<file path="config.mk">
export PLATFORM = sky130hd
export DESIGN_NAME = xam_mapper
export DESIGN_NICKNAME = d
export VERILOG_FILES = /design/src/rtl/xam_pkg.sv /design/src/rtl/xam_ctrl.sv /design/src/rtl/xam_datapath.sv /design/src/rtl/xam_mapper.sv
export SDC_FILE = /design/constraint.sdc
export NUM_CORES = 1
export LEC_CHECK = 0
export BUFFER_PORTS_ARGS = -buffer_cell sky130_fd_sc_hd__buf_4
export CELL_PAD_IN_SITES_DETAIL_PLACEMENT = 0
export CELL_PAD_IN_SITES_GLOBAL_PLACEMENT = 1
export CORE_MARGIN = 1
export CORE_UTILIZATION = 36
export CTS_CLUSTER_SIZE = 20
export DETAILED_ROUTE_END_ITERATION = 7
export PLACE_DENSITY = 0.83
export SYNTH_ARGS = -nofsm -noshare
export SYNTH_HDL_FRONTEND = slang
export SYNTH_SLANG_ARGS = --single-unit
</file>
<file path="constraint.sdc">
create_clock -name clk -period 3.2 [get_ports clk]
set_input_delay 0.32 -clock clk [delete_from_list [all_inputs] [get_ports clk]]
set_output_delay 0.32 -clock clk [all_outputs]
set_load 0.01 [all_outputs]
</file>
<file path="src/rtl/xam_pkg.sv">
package xam_pkg;
  typedef struct packed {
    logic wrBounds;
    logic wrPage;
    logic rdPage;
  } xamStrobeT;
endpackage

</file>
<file path="src/rtl/xam_ctrl.sv">
module xam_ctrl
  import xam_pkg::*;
(
  input  logic      clk,
  input  logic      rstN,
  input  logic      ioWrEn,
  input  logic      ioSel,
  output xamStrobeT strb
);
  always_comb begin
    strb.wrBounds = ioWrEn & ~ioSel;
    strb.wrPage   = ioWrEn & ioSel;
    strb.rdPage   = ioSel;
  end

  AST_ONE_WRITE: assert property (@(posedge clk) disable iff (!rstN)
    $onehot0({strb.wrBounds, strb.wrPage}));
endmodule

</file>
<file path="src/rtl/xam_datapath.sv">
module xam_datapath
  import xam_pkg::*;
#(
  parameter int ADDR_W = 16,
  parameter int NIB_W  = 4,
  parameter int EXT_W  = 8,
  localparam int DATA_W = 2 * NIB_W
) (
  input  logic              clk,
  input  logic              rstN,
  input  xamStrobeT         strb,
  input  logic [DATA_W-1:0] wrData,
  output logic [DATA_W-1:0] rdData,
  input  logic [NIB_W-1:0]  addrBlk,
  output logic [EXT_W-1:0]  extAddr
);
  logic [DATA_W-1:0] boundsReg;
  logic [DATA_W-1:0] pageReg;
  logic [NIB_W-1:0]  startBlk;
  logic [NIB_W-1:0]  endBlk;
  logic [NIB_W-1:0]  selPage;
  logic              geStart;
  logic              leEnd;
  logic              inWindow;

  always_ff @(posedge clk or negedge rstN) begin
    if (!rstN) begin
      boundsReg <= '0;
      pageReg   <= '0;
    end else begin
      if (strb.wrBounds) boundsReg <= wrData;
      if (strb.wrPage)   pageReg   <= wrData;
    end
  end

  always_comb begin
    startBlk = boundsReg[DATA_W-1:NIB_W];
    endBlk   = boundsReg[NIB_W-1:0];
    geStart  = (addrBlk >= startBlk);
    leEnd    = (addrBlk <= endBlk);
    inWindow = geStart & leEnd;
    selPage  = inWindow ? pageReg[DATA_W-1:NIB_W] : pageReg[NIB_W-1:0];
    extAddr  = {{(EXT_W-NIB_W){1'b0}}, selPage};
    rdData   = strb.rdPage ? pageReg : boundsReg;
  end

  AST_BOUNDS_LOAD: assert property (@(posedge clk) disable iff (!rstN)
    strb.wrBounds |=> boundsReg == $past(wrData));
  AST_PAGE_LOAD: assert property (@(posedge clk) disable iff (!rstN)
    strb.wrPage |=> pageReg == $past(wrData));
  AST_BOUNDS_HOLD: assert property (@(posedge clk) disable iff (!rstN)
    !strb.wrBounds |=> $stable(boundsReg));
  AST_PAGE_HOLD: assert property (@(posedge clk) disable iff (!rstN)
    !strb.wrPage |=> $stable(pageReg));
  AST_EMPTY_WINDOW: assert property (@(posedge clk) disable iff (!rstN)
    (endBlk < startBlk) |-> extAddr[NIB_W-1:0] == pageReg[NIB_W-1:0]);
  AST_PAGE_CHOICE: assert property (@(posedge clk) disable iff (!rstN)
    (extAddr[NIB_W-1:0] == pageReg[NIB_W-1:0]) ||
    (extAddr[NIB_W-1:0] == pageReg[DATA_W-1:NIB_W]));
endmodule

</file>
<file path="src/rtl/xam_mapper.sv">
module xam_mapper
  import xam_pkg::*;
#(
  parameter int ADDR_W = 16,
  parameter int NIB_W  = 4,
  parameter int EXT_W  = 8,
  localparam int DATA_W = 2 * NIB_W
) (
  input  logic              clk,
  input  logic              rstN,
  input  logic              ioWrEn,
  input  logic              ioSel,
  input  logic [DATA_W-1:0] ioWrData,
  output logic [DATA_W-1:0] ioRdData,
  input  logic [ADDR_W-1:0] cpuAddr,
  output logic [EXT_W-1:0]  extAddr
);
  xamStrobeT        strb;
  logic [NIB_W-1:0] addrBlk;
  logic             unusedAddrBits;

  assign addrBlk        = cpuAddr[ADDR_W-1 -: NIB_W];
  assign unusedAddrBits = ^cpuAddr[ADDR_W-NIB_W-1:0];

  xam_ctrl ctrl_i (
    .clk    (clk),
    .rstN   (rstN),
    .ioWrEn (ioWrEn),
    .ioSel  (ioSel),
    .strb   (strb)
  );

  xam_datapath #(
    .ADDR_W (ADDR_W),
    .NIB_W  (NIB_W),
    .EXT_W  (EXT_W)
  ) dp_i (
    .clk     (clk),
    .rstN    (rstN),
    .strb    (strb),
    .wrData  (ioWrData),
    .rdData  (ioRdData),
    .addrBlk (addrBlk),
    .extAddr (extAddr)
  );
endmodule

</file>
# After elaboration in Yosys (flattened, before gate mapping)
# Cells that the tools add are included.
[word_totals] regBits=16 inputBits=28 elab_cells=10
[op_classes] n_lt_le_gt_ge=2 muxes=2 bitwise=4
[ops] op="8-bit 2-to-1 mux" count=1
[ops] op="4-bit >= comparator" count=1
[ops] op="4-bit <= comparator" count=1
[ops] op="4-bit 2-to-1 mux" count=1
[ops] op="1-bit bitwise AND" count=3
[ops] op="1-bit inverter" count=1

# Longest topological paths before layout
[logic_depth] depth_word=3 mapped_depth=6 ltp_nobuf=6

# Hierarchy
# From an unflattened synthesis, not the netlist that was laid out.
[hier_totals] cells_unflattened=92 area_unflattened_um2=984.7
[by_module_without_submodules] mod="xam_datapath" instances=1 cells_each=89 area_per_inst_um2=960.9
[by_module_without_submodules] mod="xam_ctrl" instances=1 cells_each=3 area_per_inst_um2=23.8

# Worst setup path after synthesis
# No wires, ideal clock.
[synth_path] path_kind="reg2out" start="register dp_i.boundsReg[2]" end="output extAddr[0]" arrival_time_ns=1.656 slack_ns=1.224 path_stages_with_launch=7 n_path_buf=0 path_cell_list="dfrtp_1 inv_1 ha_1 a211oi_2 o21ai_1 a221oi_4 mux2_2"
[synth_between] elab_chain_len=3
[synth_rtl] element="start, declared" line_no="xam_datapath.sv:17" rtl="logic [DATA_W-1:0] boundsReg;"
[synth_rtl] element="start signal, assigned" line_no="xam_datapath.sv:31" rtl="if (strb.wrBounds) boundsReg <= wrData;"
[synth_rtl] element="4-bit <= comparator" line_no="xam_datapath.sv:40" rtl="leEnd = (addrBlk <= endBlk);"
[synth_rtl] element="1-bit bitwise AND" line_no="xam_datapath.sv:41" rtl="inWindow = geStart & leEnd;"
[synth_rtl] element="4-bit 2-to-1 mux" line_no="xam_datapath.sv:42" rtl="selPage = inWindow ? pageReg[DATA_W-1:NIB_W] : pageReg[NIB_W-1:0];"
[synth_rtl] element="end, declared" line_no="xam_mapper.sv:16" rtl="output logic [EXT_W-1:0] extAddr"
# No other way between the ends.

# Worst setup path in the final report
[layout_path] start="register dp_i.boundsReg[2]" end="output extAddr[3]"
# Same word-level chain as after synthesis.

==> reports/qor.csv <==
metric,value,unit
run_status,"complete, no violations",
top_level_ports,44,
antenna_left,0,
stdcell_count,149,
ctsHoldBuffers,1,
ys_ff_latch,16,
htreeDepth,1,
die_w,53.9,µm
grt_pass1_wl,2.88,mm
fmax,396,MHz
firstDrtPassIters,4,
multi_input_area,510,µm²
io_buffers,27,
synth_area_leader_cell,dfrtp_1,
root_buffer,clkbuf_4,
core,2520,µm²
top_layer,met4,
setup_viol,0,
seq_area_frac_synth,41.2,%
area_growth,26.4,%
rows,18,
clkSinkCount,16,
grt_setup_unrepaired,false,
maxSlewHeadroom,39.1,%
place_inst,144,
dieArea,2910,µm²
route.detailed.drc,0,
internal-power,414,µW
viasPerCell,4.81,
tns,0,ps
nNetsFinal,156,
cp.required,2880,ps
maxCapViolCount,0,
p_sw_share,29.7,%
syn_inst,91,
clock_latency,280,ps
hold_viol,0,
cp_max_fo,4,
drt_iter0_markers,16,
tightestPinTransition,911,ps
dr_total_vias,717,
diodes,0,
cts_buffers,3,
start_util,38.5,%
grt_max_degree,17,
ys_top_cells_by_area,"dfrtp_1 41%, mux2_2 16%, ha_1 10%",
syn_area,971,µm²
crit_path_end_kind,primary output,
cts_setup_buffers,0,
finalCriticalPeriod,2520,ps
overflow,0,
fillers,247,
fin_util,48.7,%
clockBufferDepth,2,
dp_hpwl,1.49,mm
die_h,53.9,µm
worst_hold_slack,250,ps
cts_tree,built,
wl_per_cell,12.8,µm
gp_congestion,0.736,
path_class,reg -> out,
switching_power,175,µW
irDropWorstVdd,0.211,mV
clockPowerShare,21.9,%
yosysUniqueCellTypes,17,
seq_area,400,µm²
cp-start-kind,flop,
wl_met1,918,µm
met2WireLength,863,µm
dr_wl_met3,84,µm
seq_power_share,41.9,%
leakagePower,0.587,nW
drive_gt1_share,41.2,%
drt_wl_total,1.91,mm
synth_top_area_share,41.2,%
path_cells,inv_1 > ha_1 > a211oi_2 > o21ai_1 > a221oi_4 > mux2_2 > buf_4,
ys.warnings.count,0,
clk_pin_slew,90,ps
p_per_area,480,nW/µm²
drv_slew,0,
fin_crit_sh,78.9,%
grt_usage,14.2,%
grt_pass1_vias,654,
post_cts_resized,0,
antenna_found_initial,0,
fin_skew,0,ps
critPathMaxStageDelay,400,ps
hold_class,in -> reg,
slowest_stage,a221oi_4,
p_comb_share,36.2,%
arrival,2200,ps
avgSynthCellArea,10.7,µm²
[cells in the final DEF, fill, tap and decap left out, types with 2 or more instances in the layout]
cell and count:
buf_4 27, dfrtp_1 16, nand2_1 15, mux2_2 14, o21ai_0 13, inv_1 8, ha_1 8, conb_1 4
clkbuf_4 3, mux2_1 2
[state kept, by name, summed over array words and instances, names as in the netlist]
register and count:
dp_i.boundsReg 8, dp_i.pageReg 8
[Yosys cell counts]
| library cell | number |
|---|---|
| dfrtp_1 | 16 |
| conb_1 | 1 |
| a2111oi_4 | 1 |
| a221oi_4 | 1 |
| buf_4 | 4 |
| mux2_2 | 14 |
| o21ai_0 | 13 |
| nand2b_1 | 1 |
| ha_1 | 8 |
| nor2b_1 | 1 |
| o21ai_1 | 1 |
| a211oi_2 | 1 |
| o22a_2 | 1 |
| clkbuf_1 | 3 |
| inv_1 | 8 |
| nand2_1 | 15 |
| mux2_1 | 2 |
[area by class of cell]
type	count	share of cell area (%)
clock buffer	4	2.96
inverter	8	2.45
multi-input combinational	63	41.6
sequential	16	32.6
tap	30	3.06
timing repair buffer	28	17.3
[routing by layer]
metal  GRT usage [%]  vias to the layer above
li1                -                      360
met1            19.4                      334
met2            21.0                       19
met3            2.26                        4
met4            7.89                        0
met5               0                        -
[power by group through the flow]
stage               Sequential [mW]  Combinational (mW)  Clock [mW]
floorplan                     0.245               0.137           0
global placement              0.249               0.211           0
CTS                           0.247               0.217       0.137
detailed placement            0.251               0.215           0
global route                  0.250               0.234       0.147
finish                        0.247               0.214       0.129
[cells by family after synthesis]
family | after synthesis | synth area share (%)
buffers and inverters | 15 | 7.35
AOI/OAI and AO/OA | 18 | 15.1
adders and majority gates | 8 | 10.3
muxes | 16 | 18.6
other | 1 | 0.386
DFF | 16 | 41.2
and+or+nand+nor | 17 | 7.09
[path summary, 6_finish.rpt]
path                                    from                end  slack (ps)  cells after the start
min                              ioWrData[1]  dp_i.boundsReg[1]         250                      3
min in group asynchronous               rstN  dp_i.boundsReg[3]         420                      2
max in group asynchronous               rstN  dp_i.boundsReg[2]        2590                      2
max reg2reg                dp_i.boundsReg[0]  dp_i.boundsReg[0]        2410                      1
min reg2reg                  dp_i.pageReg[2]    dp_i.pageReg[2]         540                      1
max                        dp_i.boundsReg[2]         extAddr[3]         680                      7
[critical path: cells and delay by family (launching register included)]
family                     cells  cell delay, ps
DFF                            1             360
muxes                          1             380
AOI/OAI and AO/OA              3             700
adders and majority gates      1             260
buffers and inverters          2             220
[stage by stage]
step / power (mW) / worst slack, ps / instance area [µm²]
CTS: 0.601 / 639 / 1230
floorplan: 0.382 / 1220 / 982
global route: 0.632 / 541 / 1230
finish: 0.589 / 676 / 1230
global placement: 0.460 / 906 / 1180
detailed placement: 0.466 / 899 / 1180
Power figures use the tool's default switching activity.
